`src/rtl/alarm_irq_pkg.sv`:
```
package alarm_irq_pkg;

    localparam int NUM_CH = 8;
    localparam int NUM_AL = 4;
    localparam int ADDR_W = 6;
    localparam int DATA_W = 8;
    localparam int IDX_W  = 4;

    // position of each alarm inside a channel word
    localparam int AL_LOS  = 0;
    localparam int AL_AIS  = 1;
    localparam int AL_PAT  = 2;
    localparam int AL_LINE = 3;

    localparam int IDX_CTRL = 0;
    localparam int IDX_SUM  = 1;

    typedef enum logic [1:0] {
        PG_GLOBAL = 2'd0,
        PG_MASK   = 2'd1,
        PG_STAT   = 2'd2,
        PG_LIVE   = 2'd3
    } page_e;

    typedef struct packed {
        page_e            page;
        logic [IDX_W-1:0] idx;
    } reg_addr_t;

    function automatic reg_addr_t split_addr(input logic [ADDR_W-1:0] a);
        reg_addr_t r;
        r.page = page_e'(a[ADDR_W-1:IDX_W]);
        r.idx  = a[IDX_W-1:0];
        return r;
    endfunction

endpackage

```
`src/rtl/alarm_chg_det.sv`:
```
module alarm_chg_det #(
    parameter int W = 32
) (
    input  logic         clk,
    input  logic         rst,
    input  logic [W-1:0] din,
    output logic [W-1:0] live,
    output logic [W-1:0] chg
);
    logic [W-1:0] s1_q, s2_q, prev_q;

    always_ff @(posedge clk) begin
        if (rst) begin
            s1_q   <= '0;
            s2_q   <= '0;
            prev_q <= '0;
        end else begin
            s1_q   <= din;
            s2_q   <= s1_q;
            prev_q <= s2_q;
        end
    end

    assign live = s2_q;
    assign chg  = s2_q ^ prev_q;
endmodule

```
`src/rtl/alarm_stat_latch.sv`:
```
module alarm_stat_latch #(
    parameter int NCH = 8,
    parameter int NAL = 4
) (
    input  logic                     clk,
    input  logic                     rst,
    input  logic [NCH*NAL-1:0]       chg,
    input  logic                     clr_en,
    input  logic [$clog2(NCH)-1:0]   clr_ch,
    output logic [NCH*NAL-1:0]       lat
);
    for (genvar c = 0; c < NCH; c++) begin : g_ch
        logic hit;
        assign hit = clr_en && (int'(clr_ch) == c);

        always_ff @(posedge clk) begin
            if (rst)
                lat[c*NAL +: NAL] <= '0;
            else
                lat[c*NAL +: NAL] <= (hit ? '0 : lat[c*NAL +: NAL]) | chg[c*NAL +: NAL];
        end
    end
endmodule

```
`src/rtl/alarm_irq_regs.sv`:
```
module alarm_irq_regs
    import alarm_irq_pkg::*;
#(
    parameter int NCH = NUM_CH,
    parameter int NAL = NUM_AL
) (
    input  logic                   clk,
    input  logic                   rst,
    input  logic                   rd_en,
    input  logic                   wr_en,
    input  logic [ADDR_W-1:0]      addr,
    input  logic [DATA_W-1:0]      wdata,
    input  logic [NCH*NAL-1:0]     lat,
    input  logic [NCH*NAL-1:0]     live,
    output logic [DATA_W-1:0]      rdata,
    output logic                   gie,
    output logic [NCH*NAL-1:0]     mask,
    output logic                   clr_en,
    output logic [$clog2(NCH)-1:0] clr_ch,
    output logic [NCH-1:0]         summary
);
    reg_addr_t       ra;
    logic            idx_ok;
    logic [NAL-1:0]  sel_mask, sel_lat, sel_live;
    logic [DATA_W-1:0] rd_next;
    logic            unused_wbits;

    assign ra           = split_addr(addr);
    assign idx_ok       = int'(ra.idx) < NCH;
    assign unused_wbits = ^wdata[DATA_W-1:NAL];

    for (genvar c = 0; c < NCH; c++) begin : g_sum
        assign summary[c] = |(lat[c*NAL +: NAL] & ~mask[c*NAL +: NAL]);
    end

    always_comb begin
        sel_mask = '0;
        sel_lat  = '0;
        sel_live = '0;
        for (int c = 0; c < NCH; c++) begin
            if (int'(ra.idx) == c) begin
                sel_mask = mask[c*NAL +: NAL];
                sel_lat  = lat[c*NAL +: NAL];
                sel_live = live[c*NAL +: NAL];
            end
        end
    end

    always_comb begin
        rd_next = '0;
        case (ra.page)
            PG_GLOBAL: begin
                if (int'(ra.idx) == IDX_CTRL)     rd_next[0] = gie;
                else if (int'(ra.idx) == IDX_SUM) rd_next    = DATA_W'(summary);
            end
            PG_MASK: rd_next = DATA_W'(sel_mask);
            PG_STAT: rd_next = DATA_W'(sel_lat);
            PG_LIVE: rd_next = DATA_W'(sel_live);
            default: rd_next = '0;
        endcase
    end

    assign clr_en = rd_en && (ra.page == PG_STAT) && idx_ok;
    assign clr_ch = ra.idx[$clog2(NCH)-1:0];

    always_ff @(posedge clk) begin
        if (rst) begin
            gie   <= 1'b0;
            mask  <= '0;
            rdata <= '0;
        end else begin
            if (wr_en) begin
                if (ra.page == PG_GLOBAL && int'(ra.idx) == IDX_CTRL)
                    gie <= wdata[0];
                if (ra.page == PG_MASK) begin
                    for (int c = 0; c < NCH; c++)
                        if (int'(ra.idx) == c)
                            mask[c*NAL +: NAL] <= wdata[NAL-1:0];
                end
            end
            if (rd_en)
                rdata <= rd_next;
        end
    end
endmodule

```
`src/rtl/alarm_irq_ctrl.sv`:
```
module alarm_irq_ctrl
    import alarm_irq_pkg::*;
#(
    parameter int NUM_CHANNELS = NUM_CH,
    parameter int NUM_ALARMS   = NUM_AL
) (
    input  logic                               clk,
    input  logic                               rst,
    input  logic [NUM_CHANNELS*NUM_ALARMS-1:0] alarm_in,
    input  logic                               rd_en,
    input  logic                               wr_en,
    input  logic [ADDR_W-1:0]                  addr,
    input  logic [DATA_W-1:0]                  wdata,
    output logic [DATA_W-1:0]                  rdata,
    output logic                               irq_n,
    output logic                               irq_oe
);
    localparam int FLAT = NUM_CHANNELS * NUM_ALARMS;
    localparam int CH_W = $clog2(NUM_CHANNELS);

    logic [FLAT-1:0]         live_w, chg_w, lat_q, mask_w;
    logic                    gie_w, clr_en_w;
    logic [CH_W-1:0]         clr_ch_w;
    logic [NUM_CHANNELS-1:0] summary_w;
    logic                    irq_q;

    alarm_chg_det #(.W(FLAT)) u_det (
        .clk  (clk),
        .rst  (rst),
        .din  (alarm_in),
        .live (live_w),
        .chg  (chg_w)
    );

    alarm_stat_latch #(.NCH(NUM_CHANNELS), .NAL(NUM_ALARMS)) u_lat (
        .clk    (clk),
        .rst    (rst),
        .chg    (chg_w),
        .clr_en (clr_en_w),
        .clr_ch (clr_ch_w),
        .lat    (lat_q)
    );

    alarm_irq_regs #(.NCH(NUM_CHANNELS), .NAL(NUM_ALARMS)) u_regs (
        .clk     (clk),
        .rst     (rst),
        .rd_en   (rd_en),
        .wr_en   (wr_en),
        .addr    (addr),
        .wdata   (wdata),
        .lat     (lat_q),
        .live    (live_w),
        .rdata   (rdata),
        .gie     (gie_w),
        .mask    (mask_w),
        .clr_en  (clr_en_w),
        .clr_ch  (clr_ch_w),
        .summary (summary_w)
    );

    always_ff @(posedge clk) begin
        if (rst) irq_q <= 1'b0;
        else     irq_q <= gie_w && (|summary_w);
    end

    assign irq_oe = irq_q;
    assign irq_n  = ~irq_q;
endmodule

```
`config.mk`:
```
export PLATFORM = sky130hd
export DESIGN_NAME = alarm_irq_ctrl
export DESIGN_NICKNAME = d
export VERILOG_FILES = /design/src/rtl/alarm_irq_pkg.sv /design/src/rtl/alarm_chg_det.sv /design/src/rtl/alarm_stat_latch.sv /design/src/rtl/alarm_irq_regs.sv /design/src/rtl/alarm_irq_ctrl.sv
export SDC_FILE = /design/constraint.sdc
export NUM_CORES = 1
export LEC_CHECK = 0
export BUFFER_PORTS_ARGS = -buffer_cell sky130_fd_sc_hd__buf_2
export CORE_ASPECT_RATIO = 1.4
export CORE_UTILIZATION = 33
export CTS_CLUSTER_SIZE = 16
export DETAILED_ROUTE_END_ITERATION = 7
export SETUP_SLACK_MARGIN = 0.5
export SYNTH_ARGS = -nofsm -noshare
export SYNTH_HDL_FRONTEND = slang
export SYNTH_SLANG_ARGS = --single-unit
```
`constraint.sdc`:
```
create_clock -name clk -period 2 [get_ports clk]
set_clock_uncertainty 0.05 [all_clocks]
set_input_delay 0.5 -clock clk [delete_from_list [all_inputs] [get_ports clk]]
set_output_delay 0.5 -clock clk [all_outputs]
set_load 0.02 [all_outputs]
```
==> results of run 1 <==
==> through the flow <==
step / std cells / util / power, mW / setup slack, ns / cell area, um2
after floorplan: 706 / - / 4.10 / 0.181 / 6960
after detailed placement: 1036 / 0.392 / 4.40 / -0.247 / 7830
final: 1077 / 0.442 / 7.62 / 0.307 / 8830
after CTS: 1071 / 0.427 / 7.63 / 0.251 / 8530
after global placement: 1036 / 0.392 / 4.39 / -0.252 / 7830
after global routing: 1077 / 0.442 / 7.92 / 0.261 / 8830
==> layout make-up <==
type	instances	area [um2]	area share
Clock buffer	19	453	0.0513
Clock inverter	13	130	0.0147
Inverter	18	67.6	0.00765
Multi-Input combinational cell	476	3440	0.390
Sequential cell	170	3430	0.388
Tap cell	252	315	0.0357
Timing Repair Buffer	129	998	0.113
==> routing by layer <==
layer,global-route usage,up-vias
met4,0.113,0
met5,0,-
met3,0.0269,43
met2,0.299,127
li1,-,2602
met1,0.195,2465
==> flip-flops by register name, summed over array words and instances (netlist names) <==
signal        cells
u_regs.mask      32
u_lat.lat        32
irq_oe            1
u_det.s1_q       32
u_regs.gie        1
u_det.live       32
u_regs.rdata      8
u_det.prev_q     32
==> cell families (layout without fill, tap and decap cells) <==
family / after synthesis / count (layout) / share of synthesized area
AND/OR/NAND/NOR: 269 / 269 / 0.212
flip-flops: 170 / 170 / 0.503
AO/OA/AOI/OAI: 126 / 126 / 0.114
buffers and inverters: 60 / 179 / 0.0422
multiplexers: 49 / 49 / 0.0869
XOR/XNOR: 32 / 32 / 0.0414
==> worst max-delay path: stages (launching register included) <==
cell and delay [ns]:
sky130_fd_sc_hd__dfxtp_2 0.33, sky130_fd_sc_hd__nor2b_4 0.13, sky130_fd_sc_hd__a2111oi_4 0.31, sky130_fd_sc_hd__buf_4 0.20, sky130_fd_sc_hd__o21ai_4 0.06, sky130_fd_sc_hd__a2111oi_4 0.36
sky130_fd_sc_hd__a211oi_2 0.12
==> worst max path at each step <==
stage / slack, ns / cells after the start / end / from
after floorplan: 0.18 / 6 / u_regs.rdata[3] / addr[1]
after global placement: -0.25 / 7 / u_regs.rdata[3] / addr[0]
after CTS: 0.25 / 5 / u_regs.rdata[3] / u_lat.lat[3]
after detailed placement: -0.25 / 7 / u_regs.rdata[3] / addr[0]
after global routing: 0.26 / 6 / u_regs.rdata[3] / u_lat.lat[14]
final: 0.31 / 6 / u_regs.rdata[3] / u_lat.lat[14]
==> synthesized netlist by cell type (all sizes together) (8+ instances only) <==
library cell and number:
dfxtp 170, nor2 73, buf 15, nor2b 114, xor2 32, inv 18, clkbuf 27, a21oi 57
mux2i 34, o21ai 26, mux2 8, nor3 10, nand3 8, nand2 37
==> cells in the final DEF, fill, tap and decap left out, types with 4 or more instances in the layout <==
master                      count
sky130_fd_sc_hd__dfxtp_1      151
sky130_fd_sc_hd__nor2b_1      110
sky130_fd_sc_hd__buf_4         69
sky130_fd_sc_hd__nor2_1        65
sky130_fd_sc_hd__a21oi_1       45
sky130_fd_sc_hd__buf_2         43
sky130_fd_sc_hd__mux2i_1       34
sky130_fd_sc_hd__xor2_1        32
sky130_fd_sc_hd__nand2_1       30
sky130_fd_sc_hd__dfxtp_2       19
sky130_fd_sc_hd__o21ai_0       17
sky130_fd_sc_hd__clkbuf_16     17
sky130_fd_sc_hd__inv_1         15
sky130_fd_sc_hd__a21oi_2       12
sky130_fd_sc_hd__buf_6          8
sky130_fd_sc_hd__buf_12         8
sky130_fd_sc_hd__mux4_2         7
sky130_fd_sc_hd__nand2_2        6
sky130_fd_sc_hd__nand2b_1       6
sky130_fd_sc_hd__nand3_1        6
sky130_fd_sc_hd__nor3_1         6
sky130_fd_sc_hd__o21ai_1        6
sky130_fd_sc_hd__inv_6          5
sky130_fd_sc_hd__nor2_4         4
sky130_fd_sc_hd__nor2_2         4
sky130_fd_sc_hd__a2111oi_4      4
sky130_fd_sc_hd__a31oi_1        4
sky130_fd_sc_hd__a221oi_2       4
sky130_fd_sc_hd__a211oi_1       4
==> power by group through the flow <==
stage	registers, mW	logic (mW)	clock network, mW
final	3.62	0.815	3.19
after global routing	3.63	0.876	3.41
after CTS	3.62	0.737	3.28
after detailed placement	3.69	0.704	0
after global placement	3.69	0.700	0
after floorplan	3.66	0.444	0
==> timing repair <==
item | 4_1_cts | 5_1_grt
setup endpoints to repair | 38 | 41
buffers inserted | 3 | 6
gates resized for setup | 34 | 64
pin swaps | 7 | 17
cloned | 0 | 0
==> summary by stage, run 1 <==
Status
The flow ran to the end, and the final reports show no timing, DRC or antenna violations.

Floorplanning
The initial utilization of the core area, before any placement, comes to 0.338. The full die area is 0.0211 mm2. For this design the top-level I/O count stands at 60.

In this run the horizontal extent of the chip is 123 um. The core area is 0.0200 mm2. The row count is 61. The overall die height is 171 um.

Yosys
The cell count after synthesis came out at between 700 and 800. The post-synthesis net count is between 700 and 800. The proportion of register bits with asynchronous set or reset after synthesis is 0. The number of flops mapped to enable cells by yosys is 0.

The prevailing post-synth register cell is sky130_fd_sc_hd__dfxtp_1. Of the post-synthesis cell area, the dominant cell type holds 0.503. The mean instance size in the synthesized netlist is between 9 and 10 um2. The largest total area in the synthesized netlist belongs to sky130_fd_sc_hd__dfxtp_1. Counting flops and latches in the post-synthesis netlist gives 170.

Counting distinct cell types in the post-synthesis netlist gives 55. The combined area of all synthesized cells is approximately 0.0068 mm2. The synthesis warning total is 0. Yosys attributes the largest share of cell area to sky130_fd_sc_hd__dfxtp_1 50%, sky130_fd_sc_hd__nor2b_1 11%, sky130_fd_sc_hd__mux2i_1 5.0%. The portion of the post-synthesis area used by sequential elements is 0.503.

Drt
In the detailed route, the total length drawn on met3 is ~570 um. The remaining antenna violation count is 0. After detailed routing, the number of vias per cell comes to roughly 4.9. The total via count after detailed routing is roughly 5200. The final routed wire length divided by cell count is 16.2 um. The first-pass iteration count of the detailed router is 5. The routed design has between 15 and 20 mm of wire. Signal routing reaches up to met4.

In the final routing, the length of wire on met1 measures around 7.3 mm. In the routed design, unresolved DRC markers number 0. After detailed routing, the met2 layer carries around 8.7 mm of wire. In this run, the number of DRC markers left after iteration 0 of detailed routing was approximately 250.

STA
The final max-slew violation count is 0. The final critical path time including I/O delays and setup is around 1.7 ns. Headroom to the max-slew limit came out at 0.626. The timing-limited maximum frequency is approximately 0.6 GHz. The tightest hold margin is 0.218 ns. Dividing the final minimum period by the clock period gives 0.846. The final-layout setup total negative slack is 0 ns. Setup violations remaining at the end of the flow were counted as 0. At the pin with the least slew margin, the transition time is 0.561 ns.

The final-report hold violation count is 0. Setup repair after global routing could not meet its margin everywhere.

Hold path
In this run the most critical hold path is launched from alarm_in[13]. Along the worst hold path, the cell count comes to 2. The tightest min-delay check is of the in2reg type. The end point of the worst hold path is u_det.s1_q[13].

Critical path
The critical path in this run is classified as reg2reg. At the worst endpoint, the arrival time is between 1.5 and 2 ns. The critical path startpoint category is a register. The data required time at the worst endpoint is ~2.3 ns.

The endpoint of the worst register-to-register path is u_regs.rdata[3]. The endpoint kind of the worst setup timing path is a register. Measured in cells, the most critical reg-to-reg path has a length of 6. The highest net fanout along the worst path is 2.

The worst register-to-register path has a setup slack of 0.31 ns. The reg-to-reg startpoint is u_lat.lat[14].

Global routing
The global-route wire length before repair is about 27 mm. The number of antenna violations at the first check in global routing is 0. The global-route usage over all layers is 0.173. For this run the aggregate overflow at the end of global routing stands at 0. The maximum number of pins on one net before global-route repair is 47. The via count of the first global-routing pass is about 5000.

Power
The cell area power density is about 860 mW/mm2. The share of total power dissipated in sequential elements is 0.475. The cell leakage power is ~3.6 nW. The worst-case IR drop observed on VDD is approximately 0.55 mV. Of the total power, the share spent switching nets is 0.260. The share of total power dissipated in combinational logic is 0.107. The internal power consumption is roughly 5.6 mW. Of the total power, the clock network draws 0.418.

The switching power summed over all nets is 1.99 mW.

Clock tree
The number of hold buffers added after cts is 0. The master cell of the clock root buffer is sky130_fd_sc_hd__clkbuf_16. No sink is reached through more buffers than the 2 on the longest clock path. The clock transition time at the flip-flop clock pins of the worst setup and hold paths is approximately 0.070 ns. TritonCTS built the clock tree. The clock latency on the worst-skew pair is 0.43 ns. The depth of the CTS H-tree is 4.

Clock tree synthesis inserted a total of 17 buffers. The clock net sink count is 170.

Placed design
The count of input and output buffers is 55. Once detailed placement completed, the half-perimeter wirelength came to between 10 and 15 mm. The routability congestion estimate from global placement is around 0.96.

Finish
Counting the fill cells in the layout gives 1966. In the final layout, the share of cells above drive strength 1 is 0.314. The final antenna diode count is 0. The synthesis-to-layout area growth is 30.5%. After the last flow step, the layout net total stands at around 860.

Run
The max-capacitance violation count is 0.
Note: power is estimated with default switching activity, not from simulation.
==> run 2, diff against run 1 <==
==> constraint.sdc (replaced) <==
create_clock -name clk -period 1.74 [get_ports clk]
set_clock_uncertainty 0.05 [all_clocks]
set_input_delay 0.435 -clock clk [delete_from_list [all_inputs] [get_ports clk]]
set_output_delay 0.435 -clock clk [all_outputs]
set_load 0.02 [all_outputs]
==> summary by stage, run 2 (same netlist as run 1, synthesis figures left out) <==
STA
The final critical path time including I/O delays and setup is 1.64 ns (-0.0525 ns). The total of endpoints with negative setup slack in the final report is 0 (unchanged). The part of the cycle the worst path needs came to 0.943 (+0.0963). The final-layout setup total negative slack is 0 ns (unchanged).

The final max-slew violation count is 0 (unchanged). Setup repair after global routing could not meet its margin everywhere. The timing-limited maximum frequency came to 0.610 GHz (+3.2%). The final worst setup slack is 0.0997 ns (-0.208 ns).

The relative slew slack is 0.663 (+0.0376). The final-report hold violation count is 0 (unchanged). The worst-margin pin slew is 0.505 ns (-0.0563 ns).

Status
The run finished with clean final reports.

Drt
The total via count after detailed routing is 5332 (+1.8%). The routed wire length came to 18.3 mm (+5.1%). The remaining antenna violation count is 0 (unchanged). The first-pass iteration count of the detailed router is 4 (-1). The detail-routed via count per cell came to 4.81 (-1.1%).

The final routed wire length divided by cell count was 16.5 um (+2.1%). The count of routing violations after the opening detailed-route iteration is 386 (+57%). The post-detailed-route DRC marker count was 0 (unchanged).

Floorplanning
The full die area was 0.0211 mm2 (unchanged). The row count is 61 (unchanged). The count of boundary I/O pins was 60 (unchanged). The overall die height is 171 um (unchanged). The core area is 0.0200 mm2 (unchanged). The effective utilization at floorplan is 0.338 (unchanged).

The chip width is 123 um (unchanged).

Power
The cell leakage power is 3.90 nW (+8.2%). The largest voltage drop on the vdd net came to 0.741 mV (+35%). The cell area power density is 935 mW/mm2 (+8.4%). The final total power was 8.89 mW (+17%).

Finish
The post-layout instance area came to 0.00951 mm2 (+7.6%). The filler cell count in the final layout is 1904 (-3.2%). The final net count is 894 (+3.7%).

In the layout the commonest cells are 146 x sky130_fd_sc_hd__dfxtp_1, 108 x sky130_fd_sc_hd__nor2b_1, 71 x sky130_fd_sc_hd__buf_4, 65 x sky130_fd_sc_hd__nor2_1, 39 x sky130_fd_sc_hd__buf_2. The final antenna diode count is 0 (unchanged). The area growth from synthesis to layout is 40.5%.

Leaving out fill and tap cells, the most frequent cell in the layout is sky130_fd_sc_hd__dfxtp_1. The fraction of final layout cells with drive strength greater than 1 was 0.371 (+0.0571).

Placed design
The routability congestion estimate from global placement is 0.929 (-3.3%). The count of input and output buffers came to 55 (unchanged). The worst slack at placement came to -0.361 ns (-0.114 ns).

The half-perimeter wire length after placement is 12.9 mm (+0.82%). The area of placed instances is 0.00800 mm2 (+2.2%).

Clock tree
The number of buffers on the longest clock path is 2 (unchanged). The depth of the CTS H-tree is 4 (unchanged). The clock net sink count is 170 (unchanged). The clock latency on the worst-skew pair was 0.43 ns (about the same). The clock buffer count from CTS is 17 (unchanged). TritonCTS built the clock tree. The clock transition time at the flip-flop clock pins of the worst setup and hold paths is 0.07 ns (about the same). The root buffer cell chosen for the clock tree is sky130_fd_sc_hd__clkbuf_16.

Global routing
The leftover overflow at the end of global routing is 0 (unchanged). The via count of the first global-routing pass was 5208 (+3.7%). The global-route usage over all layers came to 0.180 (+0.00778).

The maximum number of pins on one net before global-route repair is 39 (-17%). The global-route wire length before repair is 28.0 mm (+3.5%). The number of antenna violations at the first check in global routing came to 0 (unchanged).

Critical path
The data arrival time of the critical path is 1.89 ns (-0.06 ns). The highest net fanout along the worst path is 3 (+1). The critical path startpoint category is a register. The data required time at the worst endpoint was 1.99 ns (-0.27 ns).

The type of the setup path with the least slack is reg2reg. The worst setup path is captured at a register.

Hold path
The worst min-delay path class is in2reg.

Run
The max-capacitance violation count came to 0 (unchanged).
-- run 2: cell count changes in the layout (fill, tap and decap cells not counted), sizes merged --
cell	before	now
buf	129	159
clkbuf	19	17
bufbuf	0	2
clkinvlp	0	1
inv	25	26
-- run 2: through the flow --
stage,hold slack [ns],utilization,std cells
final,0.153,0.475,1109
after global routing,0.142,0.475,1109
after CTS,0.133,0.456,1093
after detailed placement,0.370,0.400,1043
after global placement,0.367,0.400,1043
after floorplan,0.364,-,706
-- run 2: repair_timing --
| action | in CTS | in global routing |
|---|---|---|
| hold buffers | 0 | 0 |
| setup endpoints to repair | 76 | 79 |
| gates cloned | 4 | 0 |
| gates resized for setup | 101 | 68 |
| pin swaps | 26 | 27 |
| buffers inserted | 14 | 16 |
-- run 2: routing by layer --
layer  routed length, um  up-vias  track usage
li1                    -     2668            -
met1                7550     2499        0.205
met2                9290      129        0.310
met3                 649       36       0.0348
met4                 786        0        0.108
met5                   0        -            0
-- run 2: where the power goes --
group / internal [mW] / leakage, nW / switching, mW / total [mW]
Clock: 1.91 / 0.283 / 1.72 / 3.62
Combinational: 0.587 / 2.21 / 0.526 / 1.11
Sequential: 4.05 / 1.40 / 0.108 / 4.15
-- run 2: area by class of cell --
| cell class | instances | area (um2) | share of cell area |
|---|---|---|---|
| Tap cell | 252 | 315 | 0.0332 |
| Multi-Input combinational cell | 476 | 3570 | 0.375 |
| Sequential cell | 170 | 3440 | 0.362 |
| Timing Repair Buffer | 161 | 1540 | 0.162 |
| Inverter | 18 | 70.1 | 0.00737 |
| Clock inverter | 15 | 153 | 0.0161 |
| Clock buffer | 17 | 425 | 0.0448 |
-- run 2: path summary, 6_finish.rpt --
path	startpoint	endpoint	slack (ns)	cells past startpoint
worst max-delay path	u_lat.lat[15]	u_regs.rdata[3]	0.1	6
worst min-delay path	alarm_in[7]	u_det.s1_q[7]	0.15	2
worst max register to register	u_lat.lat[15]	u_regs.rdata[3]	0.1	6
worst min register to register	u_det.s1_q[23]	u_det.live[23]	0.39	1
-- run 2: critical path, cell delays in order (launching register included) --
cell	delay (ns)
sky130_fd_sc_hd__dfxtp_1	0.34
sky130_fd_sc_hd__nor2b_1	0.15
sky130_fd_sc_hd__a2111oi_2	0.28
sky130_fd_sc_hd__buf_4	0.20
sky130_fd_sc_hd__o21ai_2	0.07
sky130_fd_sc_hd__a2111oi_4	0.32
sky130_fd_sc_hd__a211oi_1	0.10
